`config.mk`:
```
export PLATFORM = sky130hd
export DESIGN_NAME = desc_flag_setter
export DESIGN_NICKNAME = d
export VERILOG_FILES = /design/src/rtl/desc_flag_setter.sv
export SDC_FILE = /design/constraint.sdc
export NUM_CORES = 1
export LEC_CHECK = 0
export BUFFER_PORTS_ARGS = -buffer_cell sky130_fd_sc_hd__buf_4
export CAP_MARGIN = 25
export CORE_MARGIN = 4
export CORE_UTILIZATION = 34
export DETAILED_ROUTE_END_ITERATION = 8
export MAX_ROUTING_LAYER = met4
export PLACE_DENSITY_LB_ADDON = 0.2
export SYNTH_ARGS = -nofsm -noshare
export SYNTH_HDL_FRONTEND = slang
export SYNTH_SLANG_ARGS = --single-unit
```
`constraint.sdc`:
```
create_clock -name clk -period 4.2 [get_ports clk]
set_input_delay 1.26 -clock clk [delete_from_list [all_inputs] [get_ports clk]]
set_output_delay 1.26 -clock clk [all_outputs]
set_load 0.1 [all_outputs]
```
`src/rtl/desc_flag_setter.sv`:
```
module desc_flag_setter #(
  parameter int AW       = 32,
  parameter int DW       = 32,
  parameter int ACC_BIT  = 8,
  parameter int BUSY_BIT = 9
) (
  input  logic          clk,
  input  logic          rst_n,
  input  logic          start,
  input  logic [AW-1:0] desc_addr,
  input  logic          flag_sel,
  output logic          busy,
  output logic          done,
  output logic [DW-1:0] result,
  output logic          bus_req,
  output logic [AW-1:0] bus_addr,
  output logic          bus_we,
  output logic          bus_lock,
  output logic [DW-1:0] bus_wdata,
  input  logic          bus_ack,
  input  logic [DW-1:0] bus_rdata
);

  typedef enum logic [1:0] {S_IDLE, S_PROBE, S_LRD, S_LWR} st_t;

  st_t           st;
  logic [AW-1:0] addr_q;
  logic          sel_q;
  logic [DW-1:0] wdata_q;
  logic [DW-1:0] result_q;
  logic          done_q;
  logic [DW-1:0] mask;

  assign mask = sel_q ? (DW'(1) << BUSY_BIT) : (DW'(1) << ACC_BIT);

  always_ff @(posedge clk) begin
    if (!rst_n) begin
      st       <= S_IDLE;
      addr_q   <= '0;
      sel_q    <= 1'b0;
      wdata_q  <= '0;
      result_q <= '0;
      done_q   <= 1'b0;
    end else begin
      done_q <= 1'b0;
      case (st)
        S_IDLE:
          if (start) begin
            addr_q <= desc_addr;
            sel_q  <= flag_sel;
            st     <= S_PROBE;
          end
        S_PROBE:
          if (bus_ack) begin
            if ((bus_rdata & mask) != '0) begin
              result_q <= bus_rdata;
              done_q   <= 1'b1;
              st       <= S_IDLE;
            end else begin
              st <= S_LRD;
            end
          end
        S_LRD:
          if (bus_ack) begin
            wdata_q <= bus_rdata | mask;
            st      <= S_LWR;
          end
        S_LWR:
          if (bus_ack) begin
            result_q <= wdata_q;
            done_q   <= 1'b1;
            st       <= S_IDLE;
          end
        default: st <= S_IDLE;
      endcase
    end
  end

  assign busy      = (st != S_IDLE);
  assign done      = done_q;
  assign result    = result_q;
  assign bus_req   = (st != S_IDLE);
  assign bus_addr  = addr_q;
  assign bus_we    = (st == S_LWR);
  assign bus_lock  = (st == S_LRD) || (st == S_LWR);
  assign bus_wdata = wdata_q;

endmodule

```
## Word level (Yosys, flattened, before mapping)

Index checks and enable logic that the tools add are counted.

- Reductions and logical operators: 9
- Equal/unequal tests: 8
- Bitwise logic cells: 2
- Multiplexer cells: 15

Operators with widths:

| cell | number |
|---|---|
| $mux 32 | 3 |
| $pmux 32 s2 | 1 |
| $and 32x10->32 | 1 |
| $or 32x10->32 | 1 |
| $reduce_bool 32->1 | 1 |
| $mux 10 | 1 |
| $mux 2 | 5 |
| $ne 2x2->1 const B | 4 |
| $pmux 2 s4 | 1 |
| $reduce_and 4->1 | 2 |
| $eq 2x2->1 const B | 2 |
| $reduce_and 2->1 | 2 |
| $reduce_bool 2->1 | 2 |
| $mux 1 | 3 |
| $eq 2x1->1 const B | 1 |
| $logic_not 2->1 | 1 |
| $ne 2x1->1 const B | 1 |
| $pmux 1 s2 | 1 |
| $logic_or 1x1->1 | 1 |

- Word-level logic and storage cells: 40
- Register bits after elaboration: 100
- Bits of input ports: 69
- Output and inout bits: 101

## Logic depth before layout (Yosys ltp)

- Depth after elaboration: 6
- Gate-level depth with buffers: 6
- Depth with buffers taken out: 3

## Worst setup path after synthesis

OpenSTA, ideal clock, no wires.

- Path kind: register to output
- Start point: reg (tool-made name)
- End point: out busy
- Cell stages (with the launch flop): 6
- Arrival time: 2.034 ns
- Buffers on the path: 4
- Data required time: 2.940 ns
- Setup slack: 0.906 ns
- Cells stage by stage: dfxtp_1 > buf_4 > buf_4 > clkbuf_1 > or2_1 > buf_4

RTL lines:

| element | line | source |
|---|---|---|
| end, declared | 12 | `output logic busy,` |

==> results.md <==
* WHS Path Cells at 2
* Area of the die at 16330 um2
* CP Class: register to primary output
* Top cells by area, synth: dfxtp_1 41%, nand2_1 12%, a21boi_1 9.8%, nor4b_2 9.2%, a21oi_1 6.6%
* Grt ovf at 0
* Syn Inst Count at about 560
* Layout cell share with drive strength beyond 1 at 32.76%
* Setup TNS at 0 ns
* Clk sinks at 100
* Sequential fraction of the synthesis area at between 40% and 50%
* Worst reg2reg setup slack at 2.01 ns
* TritonCTS clock tree: done
* Final min period at 2.970 ns
* CP Max Fanout at 63
* DR vias/cell at slightly above 5
* Outcome: finished clean
* Fin cells at 876
* Hold Crit Class: register to register
* Synthesized area at 4878 um2
* WHS Endpoint: bus_addr[23]$_SDFFE_PN0P_
* Number of diodes at 0
* GRT Util Overall at between 10% and 20%
* Switch share at between 30 and 40%
* Routability cong. at about 0.73
* Ports at 170
* Hold Vio Cnt, Final at 0
* PwrDens at 428.2 nW/um2
* Clk_lat worst skew at 0.35 ns
* Asr flop ratio synth at 0%
* Clk slew on worst S/H paths at 0.07 ns
* Combinational power share at 32.0%
* Worst slew pin tran at ~0.95 ns
* H-tree depth at 3
* Library cells used by synthesis at 26
* Net Sw Power at 0.001064 W
* Final worst path period share at about 71%
* Nets at 760
* Kind of end point of the critical path: primary output
* Number of synthesized register bits at 100
* Leak Pwr at 2.535 nW
* Final Skew at 0.005793 ns
* First-pass GRT wire length at about 23000 um
* Post-synth top cells: 159 x nand2_1, 100 x dfxtp_1, 64 x a21boi_1, 64 x a21oi_1, 33 x nor3b_1
* R2r endpoint: bus_wdata[9]$_SDFFE_PN0P_
* Critical path buffer and inverter count at 1
* Area leader, netlist: dfxtp_1
* Max Buffers Root-to-Sink at 2
* Worst path max stage delay at between 0.8 and 0.9 ns
* Clock tree root buffer cell: clkbuf_16
* Average size of a mapped cell at 8.680 um2
* WL/cell at between 15 and 20 um
* Initial Util at 34.87%
* Port-buffer cells at around 170
* Dpl ws at between 1 and 1.5 ns
* RSZ-0062 raised after global routing: false
* Util after Layout at around 46%
* Final setup vio count at 0
* Worst EP required at 2.94 ns
* Via count at 4491
* Startpoint Class: register
* Vias in the first global route at 4412
* Chip height at 127.8 um
* Min-Delay Startpoint: bus_addr[23]$_SDFFE_PN0P_
* Peak VDD IR at 0.2045 mV
* Detail Placement HPWL at 9607 um
* Largest net degree at the start of global routing at between 100 and 150
* Data arrival time of the worst path at roughly 1.7 ns
* Post-synth top area share at 41.04%
* EDFF count, synth at 0
* Post-CTS setup buffers at 0
* Max-slew headroom at a little over a third
* Pins Over Slew Limit at 0
* Sequential power share at ~39%
* Core Region at 13990 um2
* YS warnings at 0
* Inst Count DP at 859
* Number of remaining DRC errors at 0
* Most common cell in the netlist: nand2_1
* Initial antenna violation count at 0
* Post-Route WL at between 10000 and 15000 um
* Max_cap viols at 0
* DR iter-0 viols at 336
* P_int at 0.001695 W
* Post-DRT Antenna Nets at 0
* Post-route setup slack at 1.230 ns
* Layout area overhead at 32.06%
* Post-CTS sizing at 0
* Clk pwr share at between 20% and 30%
* Slowest stage cell on the critical path: dfxtp_4
* Top_reg_cell synth: dfxtp_1
* Hold-fix buffers at CTS at 0
* CTS Buf Count at 9
* Post-synth net total at 631
* DIE WIDTH at 127.8 um
* Worst path cell trace: or2_1, buf_4
* Row count at between 40 and 50
* Crit-path leading delay family: flip-flops
* TritonRoute pass-1 iters at 4
* WHS at 0.4533 ns
* FF-to-FF path depth at 4
* Fmax at 336.7 MHz
==> worst reg2reg max path: cells and delay by family, from the launching register on <==
kind	cells	cell delay (ns)
buffers and inverters	1	0.42
flip-flops	1	0.85
AND/OR/NAND/NOR	3	0.82
==> worst max-delay path by stage <==
stage	cells past startpoint	slack, ns	from	to
after floorplan	5	0.91	register	busy
after global placement	5	1.11	bus_ack	result[29]$_SDFFE_PN0P_
after detailed placement	5	1.03	bus_ack	result[25]$_SDFFE_PN0P_
after CTS	2	1.20	register	busy
after global routing	2	1.11	register	busy
final	2	1.23	register	busy
==> placed cells by master, fill, tap and decap left out, types with 9 or more instances in the layout <==
cell / Yosys / layout
a21boi_1: 64 / 64
buf_4: 5 / 176
dfxtp_1: 100 / 98
clkbuf_16: 0 / 9
nor3b_1: 33 / 33
o31a_1: 32 / 32
nand2_1: 159 / 159
nor4b_2: 30 / 30
a21oi_1: 64 / 64
==> per-stage QoR <==
stage | area (um2) | power (W)
after global placement | 6117 | 0.001959
after floorplan | 4878 | 0.001769
final | 6442 | 0.002759
after CTS | 6415 | 0.002796
after detailed placement | 6132 | 0.001977
after global routing | 6442 | 0.002879
==> state kept, by name, summed over array words and instances, names as in the netlist, named ones only <==
| signal | cells |
|---|---|
| sel_q | 1 |
| bus_addr | 32 |
| bus_wdata | 32 |
| result | 32 |
| done | 1 |
| st | 1 |
==> cell type report <==
cell class	instances	area (um2)
multi-input combinational	402	2564
fill	1410	7546
clock buffer	15	277.8
tap	180	225.2
sequential	100	2007
timing repair buffer	178	1364
clock inverter	1	5.005
==> cell families after synthesis <==
logic type             synth area share [%]
AO/OA/AOI/OAI                         22.78
buffers and inverters                 6.720
flip-flops                            41.04
multiplexers                         0.8206
AND/OR/NAND/NOR                       28.65
==> metal layers <==
layer	global-route usage, %	part of all wire (%)	routed length (um)
met1	22.91	45	6589
met2	27.82	46	6750
met3	4.167	7.1	1031
met4	5.868	1.4	202
met5	-	0	0
==> power groups by stage <==
stage               clock, W  combinational (W)  sequential, W
finish              0.000804           0.000882        0.00107
global route        0.000873           0.000925        0.00108
CTS                 0.000838           0.000884        0.00107
detailed placement         0           0.000883        0.00109
global placement           0           0.000868        0.00109
floorplan                  0           0.000264        0.00151
No activity file was read; power rests on OpenSTA's default activity.
